### config.mk
export PLATFORM = sky130hd
export DESIGN_NAME = ifq_top
export DESIGN_NICKNAME = d
export VERILOG_FILES = /design/src/rtl/ifq_pkg.sv /design/src/rtl/ifq_hw_queue.sv /design/src/rtl/ifq_fetch_ctrl.sv /design/src/rtl/ifq_issue.sv /design/src/rtl/ifq_top.sv
export SDC_FILE = /design/constraint.sdc
export NUM_CORES = 1
export LEC_CHECK = 0
export ABC_AREA = 1
export BUFFER_PORTS_ARGS = -buffer_cell sky130_fd_sc_hd__buf_2
export CAP_MARGIN = 0
export CORE_ASPECT_RATIO = 1.1
export CORE_MARGIN = 4
export CORE_UTILIZATION = 49
export DETAILED_ROUTE_END_ITERATION = 6
export MAX_ROUTING_LAYER = met4
export PLACE_DENSITY_LB_ADDON = 0.3
export SETUP_SLACK_MARGIN = 0.5
export SLEW_MARGIN = 15
export SYNTH_ARGS = -nofsm -noshare
export SYNTH_HDL_FRONTEND = slang
export SYNTH_HIERARCHICAL = 1
export SYNTH_SLANG_ARGS = --single-unit
### constraint.sdc
create_clock -name clk -period 10.94 [get_ports clk]
set_input_delay 2.188 -clock clk [delete_from_list [all_inputs] [get_ports clk]]
set_output_delay 2.188 -clock clk [all_outputs]
set_load 0.02 [all_outputs]
### src/rtl/ifq_pkg.sv
// Shared constants and decode helper for the instruction fetch queue.
package ifq_pkg;
    localparam int HW_W  = 16;
    localparam int WORD_W = 32;

    // Returns 1 when a first halfword begins a 32-bit instruction.
    function automatic logic is_wide(input logic [HW_W-1:0] hw);
        return (hw[15:13] == 3'b111) && (hw[12:11] != 2'b00);
    endfunction
endpackage

### src/rtl/ifq_hw_queue.sv
// Halfword shift queue. Pops 0..2 halfwords from the head and appends
// 0..2 halfwords at the tail in the same cycle. The caller guarantees
// that pops never exceed the level and that pushes never overflow.
module ifq_hw_queue #(
    parameter int SLOTS = 6,
    localparam int LW = $clog2(SLOTS + 1)
) (
    input  logic          clk,
    input  logic          rst_n,
    input  logic          flush,
    input  logic [1:0]    pop_n,
    input  logic [1:0]    push_n,
    input  logic [31:0]   push_word,
    output logic [LW-1:0] level,
    output logic [15:0]   head0,
    output logic [15:0]   head1
);
    logic [15:0]   slot_q [SLOTS];
    logic [15:0]   slot_d [SLOTS];
    logic [LW-1:0] level_d;

    // Shift out popped halfwords, then place pushed ones after the survivors.
    always_comb begin
        int mid;
        mid = int'(level) - int'(pop_n);
        for (int i = 0; i < SLOTS; i++) begin
            slot_d[i] = (i + int'(pop_n) < SLOTS) ? slot_q[i + int'(pop_n)] : '0;
            if (push_n != 2'd0 && i == mid)
                slot_d[i] = (push_n == 2'd2) ? push_word[15:0] : push_word[31:16];
            if (push_n == 2'd2 && i == mid + 1)
                slot_d[i] = push_word[31:16];
        end
        level_d = flush ? '0 : LW'(mid + int'(push_n));
    end

    // Register the slots and the level.
    always_ff @(posedge clk) begin
        if (!rst_n) begin
            level <= '0;
            for (int i = 0; i < SLOTS; i++) slot_q[i] <= '0;
        end else begin
            level <= level_d;
            for (int i = 0; i < SLOTS; i++) slot_q[i] <= slot_d[i];
        end
    end

    assign head0 = slot_q[0];
    assign head1 = slot_q[1];
endmodule

### src/rtl/ifq_fetch_ctrl.sv
// Fetch side: issues sequential word requests while space allows and
// tracks outstanding and stale responses. Responses are assumed to come
// back in request order, one per cycle at most.
module ifq_fetch_ctrl #(
    parameter int AW = 32,
    parameter int SLOTS = 6,
    parameter int MAX_OUT = 3,
    parameter logic [AW-1:0] RESET_ADDR = '0,
    localparam int LW = $clog2(SLOTS + 1),
    localparam int CW = $clog2(MAX_OUT + 1)
) (
    input  logic          clk,
    input  logic          rst_n,
    input  logic [LW-1:0] level,
    input  logic          branch_valid,
    input  logic [AW-1:0] branch_addr,
    input  logic          req_ready,
    input  logic          resp_valid,
    output logic          req_valid,
    output logic [AW-1:0] req_addr,
    output logic [1:0]    push_n,
    output logic [CW-1:0] inflight,
    output logic [CW-1:0] drop
);
    logic skip_lo;
    logic accept;
    logic live_resp;
    logic room;

    // Space test: held halfwords plus live outstanding words must leave one word free.
    always_comb begin
        room      = (int'(level) + 2 * (int'(inflight) - int'(drop))) <= SLOTS - 2;
        req_valid = room && !branch_valid && (int'(inflight) < MAX_OUT);
        accept    = req_valid && req_ready;
        live_resp = resp_valid && (drop == '0) && !branch_valid;
        push_n    = live_resp ? (skip_lo ? 2'd1 : 2'd2) : 2'd0;
    end

    // Track the address, the outstanding count, the stale count and the odd-target skip.
    always_ff @(posedge clk) begin
        if (!rst_n) begin
            req_addr <= {RESET_ADDR[AW-1:2], 2'b00};
            inflight <= '0;
            drop     <= '0;
            skip_lo  <= RESET_ADDR[1];
        end else begin
            inflight <= inflight + CW'(accept) - CW'(resp_valid);
            if (branch_valid) begin
                req_addr <= {branch_addr[AW-1:2], 2'b00};
                drop     <= inflight - CW'(resp_valid);
                skip_lo  <= branch_addr[1];
            end else begin
                if (accept)                    req_addr <= req_addr + AW'(4);
                if (resp_valid && drop != '0)  drop     <= drop - CW'(1);
                if (live_resp)                 skip_lo  <= 1'b0;
            end
        end
    end
endmodule

### src/rtl/ifq_issue.sv
// Decoder side: checks the head instruction's width, presents it once it
// is complete, and tracks its address. A branch takes priority over a take.
module ifq_issue #(
    parameter int AW = 32,
    parameter int SLOTS = 6,
    parameter logic [AW-1:0] RESET_ADDR = '0,
    localparam int LW = $clog2(SLOTS + 1)
) (
    input  logic          clk,
    input  logic          rst_n,
    input  logic [LW-1:0] level,
    input  logic [15:0]   head0,
    input  logic [15:0]   head1,
    input  logic          instr_take,
    input  logic          branch_valid,
    input  logic [AW-1:0] branch_addr,
    output logic          instr_valid,
    output logic          instr_is32,
    output logic [31:0]   instr_data,
    output logic [AW-1:0] instr_pc,
    output logic [1:0]    pop_n
);
    import ifq_pkg::*;

    // Width check and completeness test on the head halfwords.
    always_comb begin
        instr_is32  = is_wide(head0);
        instr_valid = (level != '0) && (!instr_is32 || int'(level) >= 2);
        instr_data  = instr_is32 ? {head1, head0} : {16'h0000, head0};
        pop_n       = (instr_valid && instr_take && !branch_valid)
                      ? (instr_is32 ? 2'd2 : 2'd1) : 2'd0;
    end

    // Address of the head instruction.
    always_ff @(posedge clk) begin
        if (!rst_n)            instr_pc <= {RESET_ADDR[AW-1:1], 1'b0};
        else if (branch_valid) instr_pc <= {branch_addr[AW-1:1], 1'b0};
        else                   instr_pc <= instr_pc + AW'({pop_n, 1'b0});
    end
endmodule

### src/rtl/ifq_top.sv
// Instruction fetch queue top. It connects the fetch controller, the
// halfword queue and the issue stage. A branch flushes the queue and
// redirects fetching in the same cycle.
module ifq_top #(
    parameter int AW = 32,
    parameter int SLOTS = 6,
    parameter int MAX_OUT = 3,
    parameter logic [AW-1:0] RESET_ADDR = '0
) (
    input  logic          clk,
    input  logic          rst_n,
    output logic          req_valid,
    output logic [AW-1:0] req_addr,
    input  logic          req_ready,
    input  logic          resp_valid,
    input  logic [31:0]   resp_data,
    input  logic          branch_valid,
    input  logic [AW-1:0] branch_addr,
    output logic          instr_valid,
    output logic          instr_is32,
    output logic [31:0]   instr_data,
    output logic [AW-1:0] instr_pc,
    input  logic          instr_take
);
    localparam int LW = $clog2(SLOTS + 1);
    localparam int CW = $clog2(MAX_OUT + 1);

    logic [LW-1:0] level;
    logic [CW-1:0] inflight;
    logic [CW-1:0] drop;
    logic [1:0]    push_n;
    logic [1:0]    pop_n;
    logic [15:0]   head0;
    logic [15:0]   head1;

    ifq_fetch_ctrl #(.AW(AW), .SLOTS(SLOTS), .MAX_OUT(MAX_OUT), .RESET_ADDR(RESET_ADDR)) u_fetch (
        .clk(clk), .rst_n(rst_n), .level(level),
        .branch_valid(branch_valid), .branch_addr(branch_addr),
        .req_ready(req_ready), .resp_valid(resp_valid),
        .req_valid(req_valid), .req_addr(req_addr),
        .push_n(push_n), .inflight(inflight), .drop(drop)
    );

    ifq_hw_queue #(.SLOTS(SLOTS)) u_queue (
        .clk(clk), .rst_n(rst_n), .flush(branch_valid),
        .pop_n(pop_n), .push_n(push_n), .push_word(resp_data),
        .level(level), .head0(head0), .head1(head1)
    );

    ifq_issue #(.AW(AW), .SLOTS(SLOTS), .RESET_ADDR(RESET_ADDR)) u_issue (
        .clk(clk), .rst_n(rst_n), .level(level),
        .head0(head0), .head1(head1), .instr_take(instr_take),
        .branch_valid(branch_valid), .branch_addr(branch_addr),
        .instr_valid(instr_valid), .instr_is32(instr_is32),
        .instr_data(instr_data), .instr_pc(instr_pc), .pop_n(pop_n)
    );
endmodule

* Yosys cells after proc, flatten, opt, wreduce, memory -nomap -nowiden
Memory sizes are Yosys's and may differ from the RTL's. Cells that the tools add are included.
Storage, ports and cells: flip-flop bits (word level) 72, RAM bits 96, input bits 70, output and inout port bits 99, memories 1
Memories:
- u_queue.slot_q | depth 6, bits a word 16, rd ports 8, clocked after Yosys merged registers in 0, wr ports 6, RTL line ifq_hw_queue.sv:18 | logic [15:0] slot_q [SLOTS];
Cells by class: $add $sub $neg 16, magnitude comparators 9, equal/unequal tests 12, multiplexer cells 39, bitwise operators 7, reductions and logical operators 36
Operators by type and width (count):
- 2-to-1 mux 16 bit | 25
- less-than comparator 32 x 4 -> 1 bit, second input constant | 5
- 2-to-1 mux 32 bit | 4
- == test 3 x 32 -> 1 bit, first input constant | 2
- == test 4 x 32 -> 1 bit, first input constant | 2
- logical NOT 32 bit | 2
- adder 32 x 3 -> 32 bit | 1
- adder 32 x 3 -> 32 bit, second input constant | 1
- adder 4 x 32 -> 32 bit | 1
- == test 2 x 32 -> 1 bit, first input constant | 1
- <= comparator 32 x 4 -> 1 bit, second input constant | 1
- logical AND 1 bit | 22
- 2-to-1 mux 2 bit | 6
- nonzero test 2 bit | 6
- adder 3 x 2 -> 4 bit, first input constant | 2
- == test 3 x 4 -> 1 bit, first input constant | 2
- == test 4 bit, first input constant | 2
- adder 2 x 2 -> 3 bit, first input constant | 2
- bitwise OR 1 bit | 6
- adder 4 x 2 -> 5 bit, second input constant | 1
- == test 2 x 4 -> 1 bit, first input constant | 1
- 2-to-1 mux 1 bit | 4
- subtractor 2 x 1 -> 2 bit | 2
- subtractor 3 x 2 -> 4 bit | 1
- 16 further kinds | 17

* Depth between registers and ports, before layout
An unclocked memory read counts as a cell.
word-level depth 15, gate-level depth with buffers 23, mapped depth without buffers 20

* Hierarchy
The synthesis kept the hierarchy.
By module, submodules not included:
- ifq_hw_queue | times used 1, cells an instance 1320, area an instance 7541.0 µm², sequential area each 1981.9 µm²
- ifq_fetch_ctrl | times used 1, cells an instance 450, area an instance 2706.3 µm², sequential area each 700.7 µm²
- ifq_issue | times used 1, cells an instance 420, area an instance 2396.0 µm², sequential area each 620.6 µm²

* Least setup slack after synthesis
Ideal clock, no wire load.
path kind input-to-reg, start point input port branch_valid, end point memory u_queue.slot_q[1][0], library setup time 0.122 ns, data arrival time 5.041 ns, setup slack 5.777 ns, stages 19, path buffers 4, cells stage by stage inv_1 clkbuf_8 nand2_1 nor2_1 nand2_1 inv_1 buf_2 clkinv_1 clkbuf_1 fa_1 inv_2 nand2_1 nor2_1 nand3_2 nand2_2 buf_4 nor2_1 o21ai_0 a21oi_1
RTL lines:
- start, declared | RTL line ifq_top.sv:17 | input logic branch_valid,
- end, declared | RTL line ifq_hw_queue.sv:18

==> metrics.yaml <==
synthTopCellsByArea: "dfxtp_1, nand2_1, o21ai_0"
clk_pin_slew_worst_paths_ps: 70
p_int_mw: 1.09
yosysWarningCount: 6
ys_seq_area_share_pct: 26.1
synth_xor_area_share_pct: 1.52
synth-simple-area-share_pct: 38.1
layout_setup_ws_ps: 3970
fin_cells: 2617
vias: 14870
synth_compound_area_share_pct: 19.0
status: "completed"
area_growth_pct: 10.5
drt-initial-drc-count: 2094
finalWirelength_um: 46700
fmaxAchievable_ghz: 0.144
synth_top_area_share_pct: 26.1
coreArea_sq_um: 25300
die_w_um: 161
dp_cells: 2585
initial_core_util_pct: 49.9
muxShareOfSynthArea_pct: 0.317
path_class: "in -> reg"
cts_buffers: 17
max_slew_margin_pct: 23.2
htree_num_levels: 4
grt_pass1_vias: 13151
place_congestion: 0.974
rsz0062_at_grt: "false"
tightest_slew_ps: 1140
pre_cts_ws_ps: 3820
synth-adder-area-share_pct: 2.38
finalCriticalPeriod_ps: 6970
leakage_nw: 6.38
start_kind: "input pin"
placed_cell_area_sq_um: 13400
max_cap_viol_count: 0
hp-class: "reg -> reg"
drive_gt1_share_pct: 12.6
worstSkewPairLatency_ps: 450
setup_viol_count_final: 0
syn_inst: 2190
grt_overflow: 0
finalSetupTns_ps: 0
ant_nets: 0
vias_per_cell: 5.68
grt_first_pass_wirelength_um: 71300
seq_power_share_pct: 41.0
drc: 0
final_area_sq_um: 14000
slew_violations: 0
cp.required_ps: 11270
layout_worst_path_cycle_share_pct: 63.7
port_buffers: 164
pwr-share-comb_pct: 20.8
vdd_drop_max_mv: 0.0910
hold_viol_final: 0
skew_ps: 25.2
netlist_area_sq_um: 12600
synth_edf_count: 0
dieHeight_um: 176
post-dp-hpwl_um: 30900
cp-end-kind: "register"
cts_resized: 0
netlist-cell-type-count: 43
grt_antenna_before_repair: 0
cts_setup_buffers: 0
yosys_most_used_dff: "dfxtp_1"
clockRootBuffer: "clkbuf_16"
p_clk_share_pct: 38.2
synth_top_family_by_area: "simple AND/OR/NAND/NOR gates"
clock_sinks: 165
routedWlPerCell_um: 17.9
synth.ff_latch_count: 165
grt.total_usage_pct: 32.3
grt_max_degree: 78
cts_tree: "yes"
n_antenna_cell: 0
netSwitchingPower_mw: 0.583
cp.arrival_ps: 7300
finalNetCount: 2349
postCtsHoldBufs: 0
powerDensity_nw_per_um2: 120
sw_frac_of_total_pct: 34.8
final.fill_count: 2630
die_area_sq_um: 28400
drt_pass1_iterations: 7
clk_path_buf_depth: 2
async_flop_share_pct: 0
rows: 61
syn_area_per_cell_sq_um: 5.77
io_pins: 169
fin_hold_ws_ps: 487
cp_max_fo: 40
yosysTopAreaCell: "dfxtp_1"
-- logic make-up after synthesis --
kind of cell | after synthesis
adder cells (fa/ha/maj) | 21
AO/OA/AOI/OAI | 459
AND/OR/NAND/NOR | 1139
XOR/XNOR | 22
flip-flops | 165
multiplexers | 4
other | 2
buffers and inverters | 378
-- placed cells by master, fill, tap and decap left out, drive strengths merged, types with 8 or more instances in the layout --
master / n
nand2: 609
nor2: 338
o21ai: 258
inv: 246
buf: 180
dfxtp: 165
a21oi: 157
nand3: 149
o211ai: 28
nand4: 19
clkbuf: 17
ha: 16
xnor2: 11
xor2: 11
clkinv: 10
nor3: 9
nand3b: 8
-- state kept, by name, summed over array words and instances (netlist names), named ones only --
name and count:
u_issue/instr_pc 31, u_fetch/skip_lo 1, u_fetch/inflight 2, u_fetch/drop 2, u_fetch/req_addr 30, u_queue/slot_q 80, u_queue/level 3
-- Yosys cell counts (3+ instances only) --
| master | instances |
|---|---|
| nand2_2 | 20 |
| nor2_2 | 20 |
| o211ai_1 | 28 |
| mux2i_1 | 4 |
| buf_4 | 27 |
| clkinv_1 | 7 |
| xnor2_1 | 11 |
| buf_1 | 3 |
| o21ai_0 | 252 |
| nand3b_1 | 8 |
| o21bai_1 | 7 |
| clkbuf_1 | 71 |
| inv_1 | 231 |
| nand3_1 | 143 |
| or2_2 | 5 |
| dfxtp_1 | 165 |
| fa_1 | 5 |
| nor2_4 | 11 |
| buf_2 | 27 |
| xor2_1 | 11 |
| ha_1 | 16 |
| nor2_1 | 306 |
| o22ai_1 | 4 |
| o21ai_1 | 6 |
| inv_2 | 7 |
| nand3_2 | 6 |
| a21oi_1 | 156 |
| nand2_1 | 589 |
| nand4_1 | 18 |
| nor3_1 | 9 |
-- layout make-up --
type                       count  area (sq um)  share of cell area [%]
sequential                   165          3300                    23.6
tap                          346           433                    3.10
multi-input combinational   1648          7760                    55.6
clock buffer                  17           425                    3.04
timing repair buffer         180           941                    6.73
clock inverter                15           183                    1.31
inverter                     246           926                    6.62
-- layer usage --
| layer | vias to the layer above | track usage [%] | share of wire (%) |
|---|---|---|---|
| met5 | - | - | 0 |
| met4 | 0 | 14.9 | 4.7 |
| met3 | 173 | 5.02 | 11 |
| met2 | 1001 | 51.1 | 44 |
| met1 | 6602 | 40.8 | 40 |
| li1 | 7094 | - | - |
-- power by group through the flow --
| stage | clock network, mW | registers [mW] | logic [mW] |
|---|---|---|---|
| 4_1_cts | 0.648 | 0.686 | 0.342 |
| 6_report | 0.640 | 0.687 | 0.349 |
| 5_1_grt | 0.672 | 0.692 | 0.385 |
| 3_3_place_gp | 0 | 0.698 | 0.334 |
| 2_1_floorplan | 0 | 0.706 | 0.222 |
| 3_5_place_dp | 0 | 0.699 | 0.340 |
-- stage by stage --
| step | util (%) | total power [mW] |
|---|---|---|
| detailed placement | 52.8 | 1.04 |
| CTS | 55.2 | 1.68 |
| floorplan | - | 0.928 |
| global route | 55.2 | 1.75 |
| finish | 55.2 | 1.68 |
| global placement | 52.8 | 1.03 |
-- worst paths after layout --
path / depth (start not counted) / to / start / slack (ps)
hold reg to reg: 2 / u_queue/slot_q[3][10] / u_queue/slot_q[3][10] / 490
setup / recovery: 12 / u_queue/slot_q[1][12] / branch_valid / 3970
setup reg to reg: 18 / register / register / 5220
hold / removal: 2 / u_queue/slot_q[3][10] / u_queue/slot_q[3][10] / 490
-- worst max-delay path, stage by stage --
cell and delay [ps]:
buf_2 610, clkinv_1 1160, nand2_1 270, nor2_1 140
nor2_4 640, nand2_2 560, nor2_4 320, inv_2 290
nand3_2 620, o21ai_0 220, a21oi_1 160, nor2_1 50
Power figures use the tool's default switching activity.
